### src/rtl/pmsr_pkg.sv
package pmsr_pkg;
  localparam int STATUS_W = 8;
  localparam int C_BIT    = 0;
  localparam int X_BIT    = 4;
  localparam int M_BIT    = 5;
  localparam logic [STATUS_W-1:0] STATUS_RST = 8'h34;

  typedef enum logic [1:0] {
    OP_XCHG  = 2'b00,
    OP_SETM  = 2'b01,
    OP_CLRM  = 2'b10,
    OP_LOAD  = 2'b11
  } pmsr_op_e;
endpackage

### src/rtl/pmsr_next.sv
module pmsr_next
  import pmsr_pkg::*;
#(
  parameter int W = STATUS_W
) (
  input  logic         valid,
  input  pmsr_op_e     op,
  input  logic [W-1:0] imm,
  input  logic [W-1:0] cur_p,
  input  logic         cur_emu,
  output logic [W-1:0] nxt_p,
  output logic         nxt_emu
);
  // Emulation bit only changes on an exchange
  assign nxt_emu = (valid && op == OP_XCHG) ? cur_p[C_BIT] : cur_emu;

  for (genvar b = 0; b < W; b++) begin : g_bit
    logic raw;
    always_comb begin
      unique case (op)
        OP_XCHG: raw = (b == C_BIT) ? cur_emu : cur_p[b];
        OP_SETM: raw = cur_p[b] | imm[b];
        OP_CLRM: raw = cur_p[b] & ~imm[b];
        default: raw = imm[b];
      endcase
    end
    if (b == M_BIT || b == X_BIT) begin : g_pinned
      // width bits pinned to 1 whenever the resulting mode is emulation
      assign nxt_p[b] = valid ? (raw | nxt_emu) : cur_p[b];
    end else begin : g_free
      assign nxt_p[b] = valid ? raw : cur_p[b];
    end
  end
endmodule

### src/rtl/pmsr_state.sv
module pmsr_state
  import pmsr_pkg::*;
#(
  parameter int W = STATUS_W,
  parameter logic [W-1:0] RST_VAL = STATUS_RST
) (
  input  logic         clk,
  input  logic         rst_n,
  input  logic [W-1:0] nxt_p,
  input  logic         nxt_emu,
  output logic [W-1:0] cur_p,
  output logic         cur_emu,
  output logic         hi_clr
);
  always_ff @(posedge clk) begin
    if (!rst_n) begin
      cur_p   <= RST_VAL;
      cur_emu <= 1'b1;
      hi_clr  <= 1'b0;
    end else begin
      cur_p   <= nxt_p;
      cur_emu <= nxt_emu;
      hi_clr  <= nxt_p[X_BIT] & ~cur_p[X_BIT];
    end
  end
endmodule

### src/rtl/pmsr_width.sv
module pmsr_width
  import pmsr_pkg::*;
#(
  parameter int W = STATUS_W
) (
  input  logic [W-1:0] cur_p,
  input  logic         cur_emu,
  output logic         acc_wide,
  output logic         idx_wide
);
  assign acc_wide = ~cur_p[M_BIT] & ~cur_emu;
  assign idx_wide = ~cur_p[X_BIT] & ~cur_emu;
endmodule

### src/rtl/pmode_status_unit.sv
module pmode_status_unit
  import pmsr_pkg::*;
#(
  parameter int W = STATUS_W
) (
  input  logic         clk,
  input  logic         rst_n,
  input  logic         op_valid,
  input  logic [1:0]   op_code,
  input  logic [W-1:0] op_imm,
  output logic [W-1:0] status,
  output logic         emu,
  output logic         acc_wide,
  output logic         idx_wide,
  output logic         idx_hi_clr
);
  logic [W-1:0] nxt_p;
  logic         nxt_emu;
  pmsr_op_e     op;

  assign op = pmsr_op_e'(op_code);

  pmsr_next #(.W(W)) u_next (
    .valid(op_valid), .op(op), .imm(op_imm),
    .cur_p(status), .cur_emu(emu),
    .nxt_p(nxt_p), .nxt_emu(nxt_emu)
  );

  pmsr_state #(.W(W)) u_state (
    .clk(clk), .rst_n(rst_n),
    .nxt_p(nxt_p), .nxt_emu(nxt_emu),
    .cur_p(status), .cur_emu(emu), .hi_clr(idx_hi_clr)
  );

  pmsr_width #(.W(W)) u_width (
    .cur_p(status), .cur_emu(emu),
    .acc_wide(acc_wide), .idx_wide(idx_wide)
  );
endmodule

### config.mk
export PLATFORM = sky130hd
export DESIGN_NAME = pmode_status_unit
export DESIGN_NICKNAME = d
export VERILOG_FILES = /design/src/rtl/pmsr_pkg.sv /design/src/rtl/pmsr_next.sv /design/src/rtl/pmsr_state.sv /design/src/rtl/pmsr_width.sv /design/src/rtl/pmode_status_unit.sv
export SDC_FILE = /design/constraint.sdc
export NUM_CORES = 1
export LEC_CHECK = 0
export BUFFER_PORTS_ARGS = -buffer_cell sky130_fd_sc_hd__buf_2
export CAP_MARGIN = 20
export CORE_UTILIZATION = 41
export CTS_CLUSTER_SIZE = 10
export DETAILED_ROUTE_END_ITERATION = 7
export HOLD_SLACK_MARGIN = 0.05
export PLACE_DENSITY = 0.7
export SYNTH_ARGS = -nofsm -noshare
export SYNTH_HDL_FRONTEND = slang
export SYNTH_SLANG_ARGS = --single-unit
### constraint.sdc
create_clock -name clk -period 1.2 [get_ports clk]
set_clock_uncertainty 0.15 [all_clocks]
set_input_delay 0.24 -clock clk [delete_from_list [all_inputs] [get_ports clk]]
set_output_delay 0.24 -clock clk [all_outputs]
set_load 0.01 [all_outputs]
== After elaboration in Yosys (flattened, before gate mapping) ==
Index checks and enable logic that the tools add are counted.

* Mux-type cells: 10
* Bitwise operators: 33
* Equal/unequal tests: 2
* Reduce and logical (&&, ||, !) cells: 3

{| class="wikitable"
|+ Operators with widths
! cell !! count
|-
| $pmux W1 S3 || 8
|-
| $not A1 Y1 || 12
|-
| $and A1 B1 Y1 || 11
|-
| $or A1 B1 Y1 || 10
|-
| $eq A2 B1 Y1 const B || 1
|-
| $eq A2 B2 Y1 const B || 1
|-
| $logic_not A2 Y1 || 1
|-
| $mux W1 || 2
|-
| $reduce_and A2 Y1 || 1
|-
| $logic_and A1 B1 Y1 || 1
|}

* Word-level logic and storage cells: 53
* Output and inout port bits: 12
* Input port bits: 13
* Register bits: 10

== Logic depth before layout (Yosys ltp) ==
Gate-level depths: netlist of the first run.

* Depth after elaboration: 6
* Mapped depth: 7
* Gate-level depth less buffers: 6

== By module ==
A second synthesis of the first run with hierarchy kept.

* Cells, all modules: 53
* Area total of the unflattened synthesis: 488.0 um^2

{| class="wikitable"
|+ By module, submodules not included
! module !! times used !! cells each !! area each (um^2) !! sequential area each (um^2)
|-
| pmsr_state || 1 || 20 || 271.5 || 200.2
|-
| pmsr_next || 1 || 31 || 209.0 || 0.0
|-
| pmsr_width || 1 || 2 || 7.5 || 0.0
|}

== Least setup slack after synthesis of the first run ==
Ideal clock, no wire load.

* Path kind: input-to-reg
* From: in op_code[0]
* To: reg u_state.cur_p[1]
* Buffers on the path: 1
* Setup time: 0.116 ns
* Slack: -0.151 ns
* Cell stages on the path: 6
* Arrival time: 1.085 ns
* Required time: 0.934 ns
* Cells stage by stage: inv_1 > ha_1 > clkbuf_1 > nor2_1 > a21oi_1 > o211a_1

* Longest elaborated chain between the ends: 3
* Elaborated cells between the ends (all ways): 6
* Those cells by class: eq/ne: 2; mux: 1; bitwise: 1; reduce/logical: 2

{| class="wikitable"
|+ Ends and longest elaborated chain
! item !! RTL line !! text
|-
| start: declaration || pmode_status_unit.sv:9 || <nowiki>input logic [1:0] op_code,</nowiki>
|-
| branches (longest 3 deep; another with $pmux W1 S3) || -- ||
|-
| end signal: assignment || pmsr_state.sv:21 || <nowiki>cur_p <= nxt_p;</nowiki>
|-
| end: declaration || pmsr_state.sv:11 || <nowiki>output logic [W-1:0] cur_p,</nowiki>
|}

Parallel ways; which one is timed is not known.
A chain may end at the register's enable or synchronous reset.

== Worst setup path after layout of the first run ==
* From: reg u_state.cur_p[5]
* To: out acc_wide

* Longest elaborated chain between the ends: 2

{| class="wikitable"
|+ Ends and longest elaborated chain
! item !! RTL line !! text
|-
| $not A1 Y1 || pmsr_width.sv:11 || <nowiki>assign acc_wide = ~cur_p[M_BIT] & ~cur_emu;</nowiki>
|-
| $and A1 B1 Y1 || pmsr_width.sv:11 ||
|-
| end: declaration || pmode_status_unit.sv:13 || <nowiki>output logic acc_wide,</nowiki>
|}

No other way between the ends.

==> out/results.tsv, run 1 <==
stage	metric	value	unit
synthesis	yosysUniqueCellTypes	21	
flow_run	maxCapViolCount	0	
cells_and_area	fin_cells	129	
timing	hold_viol	0	
synthesis	ys_seq_area_share	31.81	%
timing	fin_hold_ws	0.06641	ns
route	routed-wl-met3	65	um
critical_path	path_max_fanout	4	
power_and_ir_drop	p_seq_share	39.2	%
cells_and_area	layout-drive-gt1-share	45.61	%
critical_path	cpMaxStageDelayCell	dfxtp_4	
outcome	status	complete, but fails checks	
clock_tree	cts.hold.buffers_added	0	
route	wl_met1	761	um
die	die_area	1696	um2
route	wl_met2	809	um
route	dr.pass1.iters	4	
power_and_ir_drop	power.switching	0.2763	mW
power_and_ir_drop	switching_share	29.64	%
critical_path	slowest_delay	0.36	ns
die	io_pins	25	
die	design.core.area	1366	um2
clock_tree	cts_root_buf	clkbuf_4	
die	die_y	41.18	um
timing	tightestPinTransition	0.2203	ns
grt	grt_overflow	0	
grt	grt_pass1_wl	2421	um
power_and_ir_drop	irDropWorstVdd	0.0007468	V
power_and_ir_drop	power.share.combinational	26.9	%
outcome	failed_checks	setup timing	
die	rows	13	
cells_and_area	mostFrequentLayoutCells	22 x buf_2, 9 x a21oi_1, 7 x inv_1, 7 x nor2_1, 7 x buf_4	
placed_design	dp.cells	124	
timing	max_freq	814.3	MHz
cells_and_area	final_common_cell	buf_2	
power_and_ir_drop	internal_power	0.6557	mW
placed_design	dpl_cell_area	844.6	um2
critical_path	cp-start-kind	register	
cells_and_area	finalInstanceArea	938.4	um2
synthesis	yosysWarnings	0	
route	via_per_inst	5.380	
grt	grt_pass1_vias	557	
clock_tree	htreeDepth	1	
route	via_count	694	
cells_and_area	diodes	0	
critical_path	path_buf_inv	1	
clock_tree	worstSkewPairLatency	0.27	ns
route	top_layer	met4	
critical_path	cpLargestDelayFamily	flip-flops	
timing	post-route-period-util	102.3	%
clock_tree	numClockSinks	10	
die	start_util	46.06	%
placed_design	dp_hpwl	1148	um
min_path	hold_path.class	in -> reg	
placed_design	dp_slack	-0.2582	ns
critical_path	path_class	reg -> out	
power_and_ir_drop	p_leak	0.4538	nW
placed_design	port_buffers	24	
critical_path	crit_chain	nor2_4 -> buf_6	
route	drt_iter0_markers	23	
timing	rsz0062_at_grt	yes	
clock_tree	clk_pin_slew	0.08	ns
synthesis	synth_cells	83	
grt	antenna_found_initial	0	
cells_and_area	nets	132	
power_and_ir_drop	p_clk_share	33.9	%
synthesis	synth_area	629.4	um2
die	die_w	41.18	um
timing	max-slew-margin-rel	85.31	%
route	detail-route-antenna-nets	0	
placed_design	gp_congestion	0.8628	
synthesis	synth_top_area_share	31.81	%
synthesis	syn_nets	100	
timing	period_needed	1.228	ns
timing	finalMaxSlewViolations	0	
cells_and_area	syn2layout_area_growth	49.11	%
grt	grt_usage	22.69	%
timing	setup_slack	-0.02806	ns
clock_tree	numCtsBuffers	3	
synthesis	syn_avg_cell_area	7.583	um2
critical_path	endpoint_kind	output port	
route	drc	0	
route	wirelength	1674	um
synthesis	synth.area.top_cells	dfxtp_1 32%, a21oi_1 8.7%, ha_1 8.0%, o211a_1 6.4%, o21ai_0 5.6%	
critical_path	critPathArrivalTime	0.84	ns
power_and_ir_drop	power_density	993.1	nW/um2
route	wire_per_inst	12.98	um
synthesis	synth_top_area_cell	dfxtp_1	
timing	setup_violations	2	
critical_path	required	0.81	ns
grt	grt_max_degree	12	
clock_tree	ctsLongestPathBuffers	2	
clock_tree	cts_tree	yes	
synthesis	synth-seq-cells	10	
cells_and_area	final_util	68.68	%
## routing by layer
layer  track usage [%]  vias to the layer above
met2             38.67                       19
met5                 0                        -
met3             3.261                        6
met4             12.10                        0
li1                  -                      351
met1             27.01                      318
## power groups by stage
stage	clock network [mW]	logic (mW)	registers [mW]
6_report	0.316	0.251	0.365
5_1_grt	0.327	0.276	0.368
4_1_cts	0.324	0.241	0.365
3_5_place_dp	0	0.234	0.373
3_3_place_gp	0	0.229	0.372
2_1_floorplan	0	0.142	0.381
## registers in the layout, indices dropped and copies added (netlist names)
signal and count:
u_state.cur_emu 1, u_state.cur_p 8, u_state.hi_clr 1
## Yosys cell counts (all sizes together)
| cell type | n |
|---|---|
| a31o | 2 |
| buf | 2 |
| nor2 | 9 |
| ha | 4 |
| clkbuf | 2 |
| o211a | 4 |
| nand2b | 3 |
| nand3 | 4 |
| o21bai | 4 |
| mux2i | 2 |
| a21oi | 11 |
| inv | 9 |
| dfxtp | 10 |
| nor2b | 1 |
| nand3b | 2 |
| o21ai | 7 |
| nor3b | 1 |
| o21a | 1 |
| nand2 | 5 |
## per-stage QoR
step	power (mW)	TNS [ns]
after floorplan	0.5226	0
after global placement	0.6011	-2.024
after detailed placement	0.6064	-2.377
after CTS	0.9300	-0.07374
after global routing	0.9722	-0.1589
final	0.9320	-0.04425
## tightest hold or removal path: stages
cell and delay [ns]:
buf_2 0.09, nand3_1 0.05, nand3_1 0.07
## kinds of logic after synthesis
logic type / Yosys count / synth area share (%)
compound gates: 29 / 29.42
fa+ha+maj: 4 / 7.953
buf+inv: 13 / 8.151
flops: 10 / 31.81
mux: 2 / 3.181
simple gates: 25 / 19.48
## worst paths after layout
kind / start / end / slack, ns / depth (start not counted)
worst min register to register: u_state.cur_p[4] / u_state.hi_clr / 0.30 / 1
worst max-delay path: u_state.cur_p[5] / acc_wide / -0.03 / 2
worst max register to register: u_state.cur_emu / u_state.cur_p[0] / 0.02 / 4
worst min-delay path: op_imm[2] / u_state.cur_p[2] / 0.07 / 3
## cell type report
cell class,instances,area [um2]
multi-input combinational,60,447.9
fill,128,427.9
sequential,10,212.7
timing repair buffer,31,181.4
inverter,9,41.29
clock buffer,4,36.28
tap,15,18.77
## what timing repair did
action,4_1_cts,5_1_grt
pin swaps,1,2
endpoints found under the hold margin,0,0
setup endpoints to repair,4,10
buffers inserted,1,0
gates resized for setup,6,11
(Power assumes the default switching activity.)
==> run 2: changes to the inputs <==
ABC_AREA = 1   (was not set)
CAP_MARGIN = 15   (was 20)
CORE_UTILIZATION = 40   (was 41)
PLACE_DENSITY = 0.69   (was 0.7)
==> run 2 against run 1 <==
Compared with the run above: wire length is 15% lower; clock power hardly changed; core utilization is 5.8 points lower; non-clock buffer count is 1 lower; count of clock-buffer cells in the layout stayed put; the flow now finishes without violations; final area is 9.5% lower; cell count is 9.3% higher; largest cell class unchanged.
==> out/results.tsv, run 2 <==
stage	metric	value	unit
timing	tightestPinTransition	0.1719	ns
power_and_ir_drop	p_seq_share	40.7	%
cells_and_area	layout-drive-gt1-share	40.48	%
power_and_ir_drop	power	0.9034	mW
synthesis	synth_area	599.3	um2
route	drc	0	
clock_tree	htreeDepth	1	
outcome	status	finished clean	
clock_tree	clk_pin_slew	0.07	ns
timing	hold_viol	0	
power_and_ir_drop	power.switching	0.2685	mW
die	start_util	44.39	%
synthesis	yosys-top-cells-count	23 x nand2_1, 11 x inv_1, 10 x dfxtp_1, 10 x nor2_1, 10 x o21ai_1	
die	rows	13	
critical_path	crit_chain	nor2_2 -> buf_2	
timing	fin_tns_setup	0	ns
die	die_y	40.71	um
clock_tree	worstSkewPairLatency	0.27	ns
timing	setup_violations	0	
clock_tree	cts_tree	yes	
grt	grt_overflow	0	
synthesis	synth.area.top_cells	dfxtp_1 33%, nand2_1 14%, ha_1 8.4%, o21ai_1 8.4%, inv_1 6.9%	
cells_and_area	largest_reg_flops	8	
placed_design	dp_hpwl	1073	um
route	wl_met2	699	um
synthesis	post-synth-top-count-cell	nand2_1	
synthesis	synth_edf_count	0	
placed_design	gp_congestion	0.7655	
critical_path	cpMaxStageDelayCell	dfxtp_4	
cells_and_area	finalInstanceArea	849.6	um2
route	dr.pass1.iters	4	
route	wire_per_inst	10.12	um
timing	max-slew-margin-rel	88.42	%
critical_path	cpLargestDelayFamily	flip-flops	
critical_path	path_max_fanout	4	
grt	grt_max_degree	9	
placed_design	dp.cells	136	
power_and_ir_drop	p_clk_share	35.2	%
cells_and_area	mostFrequentLayoutCells	24 x buf_2, 23 x nand2_1, 11 x inv_1	
grt	grt_usage	21.33	%
min_path	hold_path.class	in -> reg	
flow_run	maxCapViolCount	0	
cells_and_area	reg_top3	u_state.cur_p: 8 flops, u_state.cur_emu: 1 flops, u_state.hi_clr: 1 flops	
grt	antenna_found_initial	0	
synthesis	synth_flop_cell	dfxtp_1	
route	wirelength	1427	um
power_and_ir_drop	irDropWorstVdd	0.0007509	V
die	io_pins	25	
clock_tree	ctsLongestPathBuffers	2	
clock_tree	cts_root_buf	clkbuf_4	
route	top_layer	met4	
route	detail-route-antenna-nets	0	
grt	grt_pass1_wl	2270	um
power_and_ir_drop	internal_power	0.6349	mW
synthesis	yosysWarnings	0	
grt	grt_pass1_vias	592	
timing	finalMaxSlewViolations	0	
synthesis	synth-seq-cells	10	
cells_and_area	top_register	u_state.cur_p	
die	die_area	1657	um2
route	via_per_inst	4.759	
synthesis	yosysUniqueCellTypes	16	
cells_and_area	fin_cells	141	
placed_design	dpl_cell_area	785.8	um2
route	drt_iter0_markers	5	
route	routed-wl-met3	54	um
critical_path	slowest_delay	0.36	ns
timing	post-route-period-util	99.91	%
synthesis	synth_cells	93	
cells_and_area	syn2layout_area_growth	41.75	%
synthesis	syn_nets	110	
critical_path	endpoint_kind	output port	
die	design.core.area	1350	um2
critical_path	cp-start-kind	register	
synthesis	synthArstFlopShare	0	%
critical_path	path_class	reg -> out	
critical_path	required	0.81	ns
power_and_ir_drop	power_density	1063	nW/um2
cells_and_area	final_common_cell	buf_2	
synthesis	synth_top_area_share	33.40	%
cells_and_area	diodes	0	
placed_design	port_buffers	24	
cells_and_area	fill_cells	143	
timing	rsz0062_at_grt	yes	
timing	max_freq	834.1	MHz
clock_tree	numCtsBuffers	3	
power_and_ir_drop	p_leak	0.4482	nW
route	via_count	671	
clock_tree	numClockSinks	10	
die	die_w	40.71	um
synthesis	syn_avg_cell_area	6.444	um2
synthesis	ys_seq_area_share	33.40	%
power_and_ir_drop	switching_share	29.72	%
route	wl_met1	649	um
cells_and_area	nets	144	
synthesis	synth_top_area_cell	dfxtp_1	
timing	period_needed	1.199	ns
critical_path	path_buf_inv	1	
critical_path	critPathArrivalTime	0.81	ns
power_and_ir_drop	power.share.combinational	24.0	%
==> run 2: cell families after synthesis <==
family | after synthesis | synth area share [%]
flops | 10 | 33.40
fa+ha+maj | 4 | 8.351
compound gates | 25 | 21.92
simple gates | 38 | 25.47
buf+inv | 16 | 10.86
==> run 2: path summary, 6_finish.rpt <==
kind | from | endpoint | slack, ns | cells after the start
setup / recovery | u_state.cur_emu | acc_wide | 0.001 | 2
hold / removal | rst_n | u_state.cur_p[2] | 0.11 | 4
setup reg to reg | u_state.cur_emu | u_state.cur_p[4] | 0.06 | 7
hold reg to reg | u_state.cur_p[5] | u_state.cur_p[5] | 0.34 | 2
==> run 2: what timing repair did <==
item	CTS	global route
gates resized for setup	3	6
buffers inserted	1	0
endpoints found under the setup margin	4	7
pin swaps	0	4
hold buffers	0	0
==> run 2: final cells by class <==
class                           count  area, um2  share of cell area [%]
Clock buffer                        4      36.28                   4.271
Inverter                           15      60.06                   7.069
Multi-Input combinational cell     67      361.6                   42.56
Sequential cell                    10      207.7                   24.45
Tap cell                           15      18.77                   2.209
Timing Repair Buffer               30      165.2                   19.44
==> run 2: power by group through the flow <==
stage	Sequential (mW)	Combinational [mW]	Clock [mW]
detailed placement	0.375	0.208	0
global placement	0.375	0.205	0
CTS	0.366	0.213	0.328
global route	0.371	0.246	0.339
finish	0.368	0.217	0.318
floorplan	0.384	0.115	0
==> run 2: tightest hold or removal path, cell delays in order <==
cell	delay [ns]
buf_2	0.11
inv_1	0.06
a21oi_1	0.04
nand2_1	0.05
==> run 2: layer usage <==
layer | global-route usage (%) | vias to the layer above
met2 | 40.48 | 19
met1 | 20.59 | 287
li1 | - | 361
met5 | 0 | -
met3 | 4.891 | 4
met4 | 12.50 | 0
==> run 2: metrics by stage <==
step	worst slack (ns)	hold WS (ns)	utilization, %
after floorplan	0.0003064	0.2163	-
after global placement	-0.1734	0.3201	58.20
after detailed placement	-0.1954	0.3184	58.20
after CTS	-0.02491	0.1064	61.82
after global routing	-0.06269	0.1298	62.93
final	0.001039	0.1122	62.93
==> run 3: changes to the inputs <==
CELL_PAD_IN_SITES_DETAIL_PLACEMENT = 1   (was not set)
CELL_PAD_IN_SITES_GLOBAL_PLACEMENT = 2   (was not set)
CORE_UTILIZATION = 20   (was 40)
==> run 3 against run 2 <==
Compared with the run above: the run now ends with DRC, setup timing left; global-route usage fell by 8.0 points; wire length up 30%; sequential share of layout area shrank 0.90 points; clock power is 2% higher; via count is 5.2% higher; largest cell class unchanged; die area increased by 94%; critical path depth stayed put; count of clock-buffer cells in the layout stayed put; core utilization is 31 points lower; register-to-register slack worse by 0.06 ns; cell count up 13%; final area increased by 6.3%.
==> out/results.tsv, run 3 (synthesis results as in run 2) <==
stage	metric	value	unit
outcome	status	complete, but fails checks	
outcome	failed_checks	DRC, setup timing	
die	io_pins	25	
power_and_ir_drop	p_leak	0.4649	nW
critical_path	endpoint_kind	output port	
cells_and_area	largest_reg_flops	8	
clock_tree	cts.hold.buffers_added	0	
critical_path	critPathArrivalTime	0.82	ns
power_and_ir_drop	power	0.9275	mW
timing	setup_slack	-0.01496	ns
die	design.core.area	2805	um2
route	wirelength	1853	um
critical_path	path_max_fanout	4	
grt	grt_max_degree	9	
cells_and_area	nets	147	
cells_and_area	fill_cells	366	
clock_tree	numCtsBuffers	3	
timing	fin_tns_setup	-0.03169	ns
timing	fin_hold_ws	0.09762	ns
placed_design	dp_hpwl	1489	um
power_and_ir_drop	power_density	1027	nW/um2
critical_path	crit_chain	nor2_2 -> buf_2	
critical_path	required	0.81	ns
cells_and_area	multi_input_area	361.6	um2
route	via_per_inst	4.413	
die	rows	19	
route	drc	8	
timing	max-slew-margin-rel	88.49	%
timing	tightestPinTransition	0.1709	ns
grt	grt_usage	13.35	%
timing	rsz0062_at_grt	yes	
critical_path	cpLargestDelayFamily	flip-flops	
cells_and_area	final_util	32.20	%
cells_and_area	diodes	0	
flow_run	maxCapViolCount	0	
grt	grt_pass1_wl	3222	um
placed_design	gp_congestion	0.6939	
cells_and_area	mostFrequentLayoutCells	23 x buf_2, 22 x nand2_1, 11 x inv_1	
critical_path	path_class	reg -> out	
clock_tree	cts_tree	yes	
clock_tree	clk_pin_slew	0.08	ns
cells_and_area	top_register	u_state.cur_p	
timing	post-route-period-util	101.2	%
clock_tree	cts_root_buf	clkbuf_4	
clock_tree	htreeDepth	1	
grt	grt_overflow	0	
grt	antenna_found_initial	0	
grt	grt_pass1_vias	729	
clock_tree	worstSkewPairLatency	0.27	ns
critical_path	cpMaxStageDelayCell	dfxtp_4	
timing	period_needed	1.215	ns
placed_design	port_buffers	24	
die	die_area	3219	um2
min_path	hold_path.class	in -> reg	
route	detail-route-antenna-nets	0	
clock_tree	ctsLongestPathBuffers	2	
placed_design	dp_slack	-0.2266	ns
timing	setup_violations	3	
die	die_w	56.74	um
route	drt_iter0_markers	20	
die	start_util	21.36	%
cells_and_area	reg_top3	u_state.cur_p: 8 flops, u_state.cur_emu: 1 flops, u_state.hi_clr: 1 flops	
timing	hold_viol	0	
cells_and_area	seq_area	212.7	um2
critical_path	cp-start-kind	register	
route	via_count	706	
route	dr.pass1.iters	6	
cells_and_area	final_common_cell	buf_2	
timing	finalMaxSlewViolations	0	
die	die_y	56.74	um
power_and_ir_drop	irDropWorstVdd	0.0003942	V
critical_path	slowest_delay	0.36	ns
critical_path	path_buf_inv	1	
cells_and_area	layout-drive-gt1-share	44.19	%
timing	max_freq	823.1	MHz
clock_tree	numClockSinks	10	
cells_and_area	syn2layout_area_growth	50.73	%
route	wire_per_inst	11.58	um
## run 3: what timing repair did
action	4_1_cts	5_1_grt
pin swaps	1	3
buffers inserted	1	2
gates resized for setup	6	7
endpoints found under the setup margin	6	11
## run 3: path summary, 6_finish.rpt
kind                         start          endpoint  slack, ns  cells after the start
setup / recovery   u_state.cur_emu          idx_wide      -0.01                      2
hold / removal               rst_n  u_state.cur_p[2]        0.1                      4
setup reg to reg   u_state.cur_emu  u_state.cur_p[4]          0                      7
hold reg to reg   u_state.cur_p[2]  u_state.cur_p[2]       0.33                      2
## run 3: area by class of cell
| type | instances | area share (%) |
|---|---|---|
| clock buffer | 4 | 4.017 |
| inverter | 15 | 6.648 |
| multi-input combinational | 67 | 40.03 |
| sequential | 10 | 23.55 |
| tap | 31 | 4.294 |
| timing repair buffer | 33 | 21.47 |
## run 3: layer usage
metal	track usage, %	part of all wire (%)
met5	0	0
met4	6.272	0.59
met3	3.917	6.5
met2	21.77	48
met1	16.04	45
## run 3: worst reg2reg max path, delay by kind of cell (launching register included)
family                 cells  cell delay, ns
AO/OA/AOI/OAI              1            0.09
buffers and inverters      2            0.19
AND/OR/NAND/NOR            4            0.30
flip-flops                 1            0.36
## run 3: per-stage QoR
stage | cell area (um2) | instances
finish | 903.4 | 160
global route | 903.4 | 160
CTS | 867.1 | 158
detailed placement | 813.3 | 153
global placement | 813.3 | 153
floorplan | 614.3 | 93
## run 3: power breakdown
group / switching (mW) / internal, mW / total, mW
Sequential: 0.0155 / 0.353 / 0.368
Clock: 0.140 / 0.184 / 0.324
Combinational: 0.127 / 0.108 / 0.235
